==> config.mk <==
export PLATFORM = sky130hd
export DESIGN_NAME = hall_comm_gate
export DESIGN_NICKNAME = d
export VERILOG_FILES = /design/src/rtl/hall_comm_gate.sv
export SDC_FILE = /design/constraint.sdc
export NUM_CORES = 1
export LEC_CHECK = 0
export BUFFER_PORTS_ARGS = -buffer_cell sky130_fd_sc_hd__buf_2
export CORE_AREA = 2 2 46 48
export DETAILED_ROUTE_END_ITERATION = 10
export DIE_AREA = 0 0 48 50
export HOLD_SLACK_MARGIN = 0.15
export PLACE_DENSITY_LB_ADDON = 0.12
export SYNTH_ARGS = -nofsm -noshare
export SYNTH_HDL_FRONTEND = slang
export SYNTH_SLANG_ARGS = --single-unit
==> constraint.sdc <==
create_clock -name clk -period 1.4 [get_ports clk]
set_clock_uncertainty 0.2 [all_clocks]
set_input_delay 0.07 -clock clk [delete_from_list [all_inputs] [get_ports clk]]
set_output_delay 0.07 -clock clk [all_outputs]
set_load 0.02 [all_outputs]
==> src/rtl/hall_comm_gate.sv <==
module hall_comm_gate (
  input  logic       clk,
  input  logic       rst_n,
  input  logic [2:0] hall,
  input  logic       rev,
  input  logic       brake,
  input  logic       coast,
  input  logic       quad4,
  input  logic       pwm_on,
  input  logic       ovc,
  input  logic       uvlo,
  output logic [2:0] gate_hi,
  output logic [2:0] gate_lo
);
  localparam logic [2:0] PH_A = 3'b001;
  localparam logic [2:0] PH_B = 3'b010;
  localparam logic [2:0] PH_C = 3'b100;

  logic [2:0] h_s1, h_s2, h_d1, h_d2, h_flt;
  logic [2:0] fwd_hi, fwd_lo, sel_hi, sel_lo;
  logic [2:0] nxt_hi, nxt_lo;
  logic       chop_on;

  always_ff @(posedge clk or negedge rst_n) begin
    if (!rst_n) begin
      h_s1  <= 3'b000;
      h_s2  <= 3'b000;
      h_d1  <= 3'b000;
      h_d2  <= 3'b000;
      h_flt <= 3'b000;
    end else begin
      h_s1 <= hall;
      h_s2 <= h_s1;
      h_d1 <= h_s2;
      h_d2 <= h_d1;
      if (h_s2 == h_d1 && h_d1 == h_d2)
        h_flt <= h_s2;
    end
  end

  always_comb begin
    case (h_flt)
      3'b101:  begin fwd_hi = PH_A; fwd_lo = PH_B; end
      3'b100:  begin fwd_hi = PH_A; fwd_lo = PH_C; end
      3'b110:  begin fwd_hi = PH_B; fwd_lo = PH_C; end
      3'b010:  begin fwd_hi = PH_B; fwd_lo = PH_A; end
      3'b011:  begin fwd_hi = PH_C; fwd_lo = PH_A; end
      3'b001:  begin fwd_hi = PH_C; fwd_lo = PH_B; end
      default: begin fwd_hi = 3'b000; fwd_lo = 3'b000; end
    endcase
  end

  assign sel_hi  = rev ? fwd_lo : fwd_hi;
  assign sel_lo  = rev ? fwd_hi : fwd_lo;
  assign chop_on = pwm_on && !ovc;

  always_comb begin
    nxt_hi = 3'b000;
    nxt_lo = 3'b000;
    if (uvlo || coast) begin
      nxt_hi = 3'b000;
      nxt_lo = 3'b000;
    end else if (brake) begin
      nxt_lo = chop_on ? 3'b111 : 3'b000;
    end else begin
      nxt_hi = (quad4 && !chop_on) ? 3'b000 : sel_hi;
      nxt_lo = chop_on ? sel_lo : 3'b000;
    end
  end

  always_ff @(posedge clk or negedge rst_n) begin
    if (!rst_n) begin
      gate_hi <= 3'b000;
      gate_lo <= 3'b000;
    end else begin
      gate_hi <= nxt_hi;
      gate_lo <= nxt_lo;
    end
  end
endmodule

---- After elaboration in Yosys (flattened, before gate mapping) ----
Index checks and enable logic that the tools add are counted.
storage, ports and cells
  memories ................................ 0
  input bits .............................. 12
  output and inout port bits .............. 6
  bits in registers ....................... 21
  RAM bits ................................ 0
  bits in read-only memories .............. 0
  bits in latches ......................... 0
operators by class
  shift operators ......................... 0
  multiply operators ...................... 0
  $lt $le $gt $ge ......................... 0
  div/mod/pow operators ................... 0
  multiplexer cells ....................... 11
  equality and inequality tests ........... 8
  reductions and logical operators ........ 12
  $add $sub $neg .......................... 0
  bitwise operators ....................... 0
operators with widths
  cell                                                 number
  two-way mux 3 bit                                    9
  one-hot mux 3 bit (3 select lines)                   2
  OR reduction 2 bit                                   6
  equality test 3 bit, second input constant           3
  equality test 3 x 2 -> 1 bit, second input constant  2
  equality test 3 bit                                  2
  equality test 3 x 1 -> 1 bit, second input constant  1
  logical AND 1 bit                                    3
  zero test 1 bit                                      2
  logical OR 1 bit                                     1

---- Logic depth before layout (Yosys ltp) ----
Gate-level depths: netlist (run 1).
  depth after elaboration ................. 7
  gate-level depth with buffers ........... 5
  depth with buffers taken out ............ 4

---- Worst setup path before layout (run 1) ----
OpenSTA, ideal clock, no wires.
  kind .................................... register -> register
  from .................................... register h_s2[1]
  to ...................................... register h_flt[1]
  arrival ................................. 1.171 ns
  slack ................................... -0.095 ns
  buffers on the path ..................... 0
  data required time ...................... 1.076 ns
  cell stages (with the launch flop) ...... 5
  setup time .............................. 0.124 ns
  path through ............................ dfrtp_1 > and3_4 > o22a_1 > and3_1 > a211o_1
on the way
  longest elaborated chain between the ends .. 2
RTL lines
  item                    RTL line  source
  from (decl)             19        logic [2:0] h_s1, h_s2, h_d1, h_d2, h_flt;
  from (signal assigned)  33        h_s2 <= h_s1;
  equality test 3 bit     36        if (h_s2 == h_d1 && h_d1 == h_d2)
  logical AND 1 bit       36
  to (signal assigned)    37        h_flt <= h_s2;
  to (decl)               19
Parallel ways exist; a longest one is shown, timed or not.
A chain may end at the register's enable or synchronous reset.

---- Worst setup path in the final report (run 1) ----
  from .................................... register h_d2[1]
  to ...................................... register h_flt[1]
on the way
  longest elaborated chain between the ends .. 2
RTL lines
  item                    RTL line  source
  from (decl)             19
  from (signal assigned)  29        h_d2 <= 3'b000;
  from (signal assigned)  35        h_d2 <= h_d1;
  equality test 3 bit     36
  logical AND 1 bit       36
No other way between the ends.

==> flow_summary.toml, run 1 <==
[outcome]
status = "finished, violations left"
violations = "setup timing"

[placed_design]
placedCellCount = 122
gp_congestion = 0.745
dpl.hpwl_um = 1050
io_buffers = 17

[power]
ir_drop_mv = 0.542
power_mw = 1.08
leakagePower_nw = 0.552
power_density_mw_per_mm2 = 905

[synth]
synth_top_cell_by_area = "dfrtp_1"
synth_mux_area_share_pct = 0
synth_edf_count = 0
ys_top_cells_by_count = "21 x dfrtp_1, 8 x nand2_1, 8 x nor2_1"
synth_area_leaders = "dfrtp_1 63%, nand2_1 3.6%, nor2_1 3.6%"
postSynthCellCount = 76
yosysMostFrequentCell = "dfrtp_1"
postSynthAreaPerCell_um2 = 11.0
synth-compound-area-share_pct = 15.8
synthArstFlopShare_pct = 100
ys_types = 24
synth_top_family_by_area = "simple AND/OR/NAND/NOR gates"
syn_nets = 88
yosysWarnings = 0
synthAdderAreaFrac_pct = 0
yosys.area_share.simple_pct = 19.2
synth.cell_area_um2 = 833
synth_ff_type = "dfrtp_1"
synth_top_area_share_pct = 63.1
synth_xor_area_share_pct = 0
ys_ff_latch = 21
yosysSeqAreaShare_pct = 63.1

[sta]
finalSetupViolCount = 3
clock.fmax_mhz = 634
worst_slack_ns = -0.179
report.final.slew_viol_count = 0
slew_headroom_pct = 78.2
holdWs_ns = 0.161
hold_viol = 0
tightest_slew_ns = 0.324
rsz0062_at_grt = "true"
fin_crit_sh_pct = 113
min_period_ns = 1.58

[route]
drt_iter0_drc = 12
vias = 699
wl_per_cell_um = 11.7
wirelength_um = 1650
drc = 0
ant_nets = 0
drt_pass1_iterations = 4
vias_per_cell = 4.96

[critical_path]
path_buf_inv = 0
critPathKind = "flip-flop to flip-flop"
cp-start-kind = "flip-flop"
cp_max_fo = 4
arrival_ns = 1.57
crit_start = "h_d2[1]$_DFF_PN0_"
cp_slowest_cell = "dfrtp_1"
path_delay_family = "compound AO/OA/AOI/OAI gates"
end_kind = "flip-flop"
rr_startpoint = "h_d2[1]$_DFF_PN0_"
cp_slowest_stage_delay_ns = 0.42
required_ns = 1.40
critical_path.cell_chain = "and3_4 -> o22a_1 -> and3_1 -> a211o_1"

[grt]
grt_overflow = 0
antenna_found_initial = 0
grt_use_total_pct = 17.1
grt_pass1_vias = 687
grt_pass1_wl_um = 2890
grt_max_degree = 22

[layout]
fin_util_pct = 62.5
layout.nets = 127
syn2layout_area_growth_pct = 42.6
antenna_cells = 0
drive_above_1_share_pct = 31.6
fin_cells = 141

[hold_path]
hp-class = "flip-flop to flip-flop"
hp-start = "h_s1[2]$_DFF_PN0_"

[clocking]
clk_path_buf_depth = 2
cts_sinks = 21
clkTransAtPathRegs_ns = 0.11
root_buffer = "clkbuf_4"
clk-insertion-delay-late_ns = 0.30
htreeDepth = 1
cts_tree = "done"
cts_buffers = 3

[floorplanning]
chipHeight_um = 50
num_io_pins = 18
rows = 16
chipWidth_um = 48
core_area_mm2 = 0.00190
start_util_pct = 43.8
die_area_mm2 = 0.00240

[flow_run]
cap_viol_max_count = 0
cell families after synthesis:
family                 after synthesis
AND/OR/NAND/NOR                     32
AO/OA/AOI/OAI                       19
buffers and inverters                4
flip-flops                          21
report_power, final:
part | internal, mW | switching (mW)
clock | 0.109 | 0.179
sequential | 0.630 | 0.0252
combinational | 0.0741 | 0.0583
worst paths after layout:
kind	end	slack (ns)	depth (start not counted)
max	h_flt[1]$_DFFE_PN0P_	-0.18	4
min	h_s2[2]$_DFF_PN0_	0.16	0
max reg2reg	h_flt[1]$_DFFE_PN0P_	-0.18	4
min reg2reg	h_s2[2]$_DFF_PN0_	0.16	0
max in group asynchronous	h_s1[2]$_DFF_PN0_	0.24	3
min in group asynchronous	gate_hi[2]$_DFF_PN0_	0.54	3
stage by stage:
| step | cell area (um2) | TNS, ns | worst slack [ns] |
|---|---|---|---|
| 2_1_floorplan | 850 | -0.134 | -0.0672 |
| 3_3_place_gp | 993 | -0.203 | -0.0925 |
| 3_5_place_dp | 993 | -0.291 | -0.136 |
| 4_1_cts | 1170 | -0.295 | -0.144 |
| 5_1_grt | 1190 | -0.642 | -0.225 |
| 6_report | 1190 | -0.380 | -0.179 |
routing by layer:
layer / part of all wire, % / track usage [%] / wire (um)
met4: 0.18 / 2.70 / 3
met5: 0 / 0 / 0
met3: 4.5 / 7.69 / 75
met1: 46 / 22.7 / 759
met2: 49 / 26.0 / 816
registers in the layout (all words and copies together), names as in the netlist:
name	flops
h_d1	3
h_d2	3
h_s2	3
h_flt	3
gate_lo	3
h_s1	3
gate_hi	3
worst reg2reg max path, stage by stage, from the launching register on:
cell and delay, ns:
dfrtp_1 0.42, and3_4 0.20, o22a_1 0.26, and3_1 0.17, a211o_1 0.23
layout make-up:
class,count,area [um2]
clock buffers,3,22.5
inverters,1,3.75
clock inverters,1,7.51
repair buffers,37,268
well taps,27,33.8
fillers,149,713
flip-flops and latches,21,526
multi-input cells,51,328
layout by cell type, fill, tap and decap left out, drive strengths merged, types with 2 or more instances in the layout:
cell type and count:
a211o 2, a21oi 3, and3 4, buf 24
clkbuf 4, dfrtp 21, dlygate4sd3 12, nand2 8
nand2b 2, nand3 3, nor2 8, nor3 4
o21a 2, o21ai 4, o31ai 3
timing repair:
item,CTS,global route
hold buffers,12,0
cloned,0,0
buffers inserted,3,0
hold endpoints to repair,30,0
endpoints found under the setup margin,3,27
gates resized for setup,1,6
pin swaps,2,7
No activity file was read; power rests on OpenSTA's default activity.
==> run 2, diff against run 1 <==
CORE_AREA = 2 2 44 46   (was 2 2 46 48)
CTS_CLUSTER_SIZE = 14   (was not set)
DIE_AREA = 0 0 46 48   (was 0 0 48 50)
clock period = 1.5 ns   (was 1.4 ns; I/O delays follow)
==> flow_summary.toml, run 2 (synthesized netlist as in run 1, its figures left out) <==
[outcome]
status = "finished, violations left"
violations = "setup timing"

[sta]
finalSetupTns_ns = -0.207
worst_slack_ns = -0.0801
clock.fmax_mhz = 633
report.final.slew_viol_count = 0
finalSetupViolCount = 3
fin_crit_sh_pct = 105
hold_viol = 0
tightest_slew_ns = 0.434
rsz0062_at_grt = "true"
min_period_ns = 1.58
slew_headroom_pct = 71.0

[critical_path]
cp_max_fo = 4
required_ns = 1.49
critPathKind = "flip-flop to flip-flop"
cp-start-kind = "flip-flop"
end_kind = "flip-flop"
arrival_ns = 1.57

[grt]
grt.busiest_layer = "met2"
use_met1_pct = 21.9
grt_use_total_pct = 16.7
grtUsageMet3_pct = 4.53
grt_max_degree = 22
grtUsageMet2_pct = 26.4
grt_overflow = 0
antenna_found_initial = 0
grt_pass1_vias = 549
grt_pass1_wl_um = 2490

[power]
comb_power_share_pct = 11.3
power.switching_mw = 0.231
ir_drop_mv = 0.792
p_sw_share_pct = 23.5
p_int_mw = 0.754
clkPwrFrac_pct = 26.0
leakagePower_nw = 0.555
seq_power_share_pct = 62.7
power_density_mw_per_mm2 = 852

[layout]
syn2layout_area_growth_pct = 38.7
antenna_cells = 0
multiInputGateArea_um2 = 329
final_cell_mix = "21 x dfrtp_1, 17 x buf_2, 12 x dlygate4sd3_1, 8 x nor2_1, 8 x nand2_1"
drive_above_1_share_pct = 27.7
nFillCells = 123
regArea_um2 = 526
layout.nets = 125
final_common_cell = "dfrtp_1"

[route]
vias_per_cell = 5.42
drt_iter0_drc = 14
drt_pass1_iterations = 4
drc = 0
vias = 699
wl_per_cell_um = 13.4
ant_nets = 0
wirelength_um = 1730

[floorplanning]
rows = 15
die_area_mm2 = 0.00221
start_util_pct = 49.3
chipHeight_um = 48
chipWidth_um = 46
core_area_mm2 = 0.00169
num_io_pins = 18

[clocking]
clk-insertion-delay-late_ns = 0.29
cts_sinks = 21
htreeDepth = 1
cts_buffers = 3
clk_path_buf_depth = 2
clkTransAtPathRegs_ns = 0.10
root_buffer = "clkbuf_4"
cts_tree = "done"

[flow_run]
cap_viol_max_count = 0

[placed_design]
io_buffers = 17
dpl.hpwl_um = 1010
gp_congestion = 0.737
dpl_worst_slack_ns = -0.0553

[hold_path]
hp-class = "flip-flop to flip-flop"
[run 2: layout make-up]
| type | count | share of cell area, % |
|---|---|---|
| Clock buffer | 4 | 2.27 |
| Inverter | 1 | 0.325 |
| Multi-Input combinational cell | 51 | 28.5 |
| Sequential cell | 21 | 45.5 |
| Tap cell | 17 | 1.84 |
| Timing Repair Buffer | 35 | 21.6 |
[run 2: worst max-delay path, cell delays in order, from the launching register on]
cell	delay, ns
dfrtp_1	0.42
nor3_2	0.25
o22a_1	0.24
nand2_1	0.09
a211o_1	0.27
[run 2: timing repair]
action	in CTS	in global routing
hold buffers	12	0
setup buffers	3	1
endpoints found under the setup margin	2	3
pin swaps	9	5
endpoints found under the hold margin	30	0
gates cloned	0	0
resized for setup	4	2
[run 2: per-stage QoR]
step	cells	util, %	hold slack [ns]	cell area [um2]	power [mW]
after floorplan	76	-	-0.421	833	0.657
after global placement	109	55.8	-0.156	942	0.697
after detailed placement	109	55.8	-0.160	942	0.698
after CTS	128	66.7	0.160	1130	0.980
after global routing	129	68.4	0.171	1160	1.05
final	129	68.4	0.157	1160	0.985
[run 2: worst paths after layout]
| path | from | endpoint | slack (ns) | cells past startpoint |
|---|---|---|---|---|
| setup / recovery | h_d2[2]$_DFF_PN0_ | h_flt[2]$_DFFE_PN0P_ | -0.08 | 4 |
| hold / removal | h_s1[2]$_DFF_PN0_ | h_s2[2]$_DFF_PN0_ | 0.16 | 0 |
| setup reg to reg | h_d2[2]$_DFF_PN0_ | h_flt[2]$_DFFE_PN0P_ | -0.08 | 4 |
| hold reg to reg | h_s1[2]$_DFF_PN0_ | h_s2[2]$_DFF_PN0_ | 0.16 | 0 |
| max in group asynchronous | rst_n | gate_lo[0]$_DFF_PN0_ | 0.22 | 3 |
| min in group asynchronous | rst_n | h_d2[2]$_DFF_PN0_ | 0.58 | 3 |
[run 2: power groups by stage]
stage          Clock [mW]  Combinational, mW  Sequential, mW
3_3_place_gp            0             0.0755           0.622
3_5_place_dp            0             0.0764           0.622
6_report            0.256              0.112           0.618
4_1_cts             0.261              0.107           0.613
2_1_floorplan           0             0.0447           0.612
5_1_grt             0.303              0.123           0.621
[run 2: layer usage]
metal  up-vias  share of wire (%)
li1        343                  -
met1       323                 41
met2        31                 51
met3         2                6.7
met4         0                1.1
met5         -                  0
==> run 3, diff against run 2 <==
BUFFER_PORTS_ARGS = not set   (was -buffer_cell sky130_fd_sc_hd__buf_2)
DONT_BUFFER_PORTS = 1   (was not set)
==> flow_summary.toml, run 3 (synthesized netlist as in run 1, its figures left out) <==
[outcome]
status = "finished, violations left"
violations = "setup timing"

[route]
drt_pass1_iterations = 4
ant_nets = 0
wirelength_um = 1510
drt_iter0_drc = 12
drc = 0
wl_per_cell_um = 13.5
vias = 626
vias_per_cell = 5.59

[placed_design]
dpl_worst_slack_ns = -0.0510
gp_congestion = 0.761
io_buffers = 0
placedCellCount = 92
dpl.hpwl_um = 950

[sta]
rsz0062_at_grt = "true"
finalSetupViolCount = 3
hold_viol = 0
min_period_ns = 1.58
finalSetupTns_ns = -0.188
slew_headroom_pct = 40.6
worst_slack_ns = -0.0781
report.final.slew_viol_count = 0
tightest_slew_ns = 0.888
fin_crit_sh_pct = 105
clock.fmax_mhz = 634

[floorplanning]
core_area_mm2 = 0.00169
num_io_pins = 18
start_util_pct = 49.3
chipWidth_um = 46
die_area_mm2 = 0.00221
rows = 15
chipHeight_um = 48

[critical_path]
ff2ff_path_depth = 4
arrival_ns = 1.57
cp_slowest_cell = "dfrtp_1"
cp_slowest_stage_delay_ns = 0.44
required_ns = 1.49
rr_startpoint = "h_d1[1]$_DFF_PN0_"
path_buf_inv = 0
critical_path.cell_chain = "and3_4 -> o22a_1 -> and3_1 -> a211o_1"
end_kind = "flip-flop"
ff2ff_setup_slack_ns = -0.08
cp-start-kind = "flip-flop"
rr_endpoint = "h_flt[1]$_DFFE_PN0P_"
path_delay_family = "compound AO/OA/AOI/OAI gates"
critPathKind = "flip-flop to flip-flop"
cp_max_fo = 4

[power]
power_density_mw_per_mm2 = 910
ir_drop_mv = 0.659
leakagePower_nw = 0.477

[layout]
final_cell_mix = "21 x dfrtp_1, 14 x dlygate4sd3_1, 8 x nor2_1, 8 x nand2_1"
nFillCells = 136
drive_above_1_share_pct = 11.6
final_common_cell = "dfrtp_1"
syn2layout_area_growth_pct = 27.8
fin_cells = 112
antenna_cells = 0
layout.nets = 108

[grt]
grt_overflow = 0
grt.busiest_layer = "met1"
use_met1_pct = 23.2
grtUsageMet2_pct = 21.9
grt_max_degree = 22
grtUsageMet3_pct = 2.26
grt_use_total_pct = 15.4
grt_pass1_wl_um = 2380
antenna_found_initial = 0
grt_pass1_vias = 541

[clocking]
clk-insertion-delay-late_ns = 0.29
clkTransAtPathRegs_ns = 0.10
clk_path_buf_depth = 2
cts_buffers = 3
cts_sinks = 21
htreeDepth = 1
cts_tree = "done"
root_buffer = "clkbuf_4"

[flow_run]
cap_viol_max_count = 0

[hold_path]
hp-class = "primary input to async pin"
## run 3: worst register-to-register path, cell delays in order, from the launching register on
cell     delay (ns)
dfrtp_1        0.44
and3_4         0.20
o22a_1         0.24
and3_1         0.18
a211o_1        0.22
## run 3: timing repair
action                                  CTS  global route
hold buffers                             14             0
resized for setup                         2             4
endpoints found under the hold margin    30             0
buffers inserted                          2             0
pin swaps                                 2             7
endpoints found under the setup margin    2             3
## run 3: final cells by class
type	count	area (um2)	area share, %
Inverter	1	3.75	0.353
Sequential cell	21	526	49.4
Multi-Input combinational cell	51	314	29.5
Tap cell	17	21.3	2.00
Clock buffer	4	26.3	2.47
Timing Repair Buffer	18	174	16.3
## run 3: worst max-delay path by stage
stage | from | to | slack [ns] | cells past startpoint
after floorplan | h_s2[1]$_DFF_PN0_ | h_flt[1]$_DFFE_PN0P_ | 0.005 | 4
after global placement | h_d2[1]$_DFF_PN0_ | h_flt[2]$_DFFE_PN0P_ | -0.03 | 4
after detailed placement | h_s2[1]$_DFF_PN0_ | h_flt[1]$_DFFE_PN0P_ | -0.05 | 4
after CTS | h_d2[1]$_DFF_PN0_ | h_flt[1]$_DFFE_PN0P_ | -0.05 | 5
after global routing | h_s2[2]$_DFF_PN0_ | h_flt[1]$_DFFE_PN0P_ | -0.16 | 4
final | h_d1[1]$_DFF_PN0_ | h_flt[1]$_DFFE_PN0P_ | -0.08 | 4
## run 3: report_power, final
part	total (mW)	internal, mW	switching (mW)
clock network	0.257	0.104	0.153
registers	0.617	0.588	0.0294
logic	0.0947	0.0531	0.0416
## run 3: metal layers
metal | vias up | wire, um
li1 | 310 | -
met1 | 296 | 712
met2 | 18 | 739
met3 | 2 | 40
met4 | 0 | 18
met5 | - | 0
## run 3: metrics by stage
stage	utilization [%]	total power [mW]	hold slack, ns	area, um2
6_report	63.0	0.969	0.137	1060
5_1_grt	63.0	1.03	0.170	1060
4_1_cts	61.8	0.979	0.159	1040
3_5_place_dp	50.7	0.669	-0.420	857
3_3_place_gp	50.7	0.668	-0.420	857
2_1_floorplan	-	0.657	-0.421	833
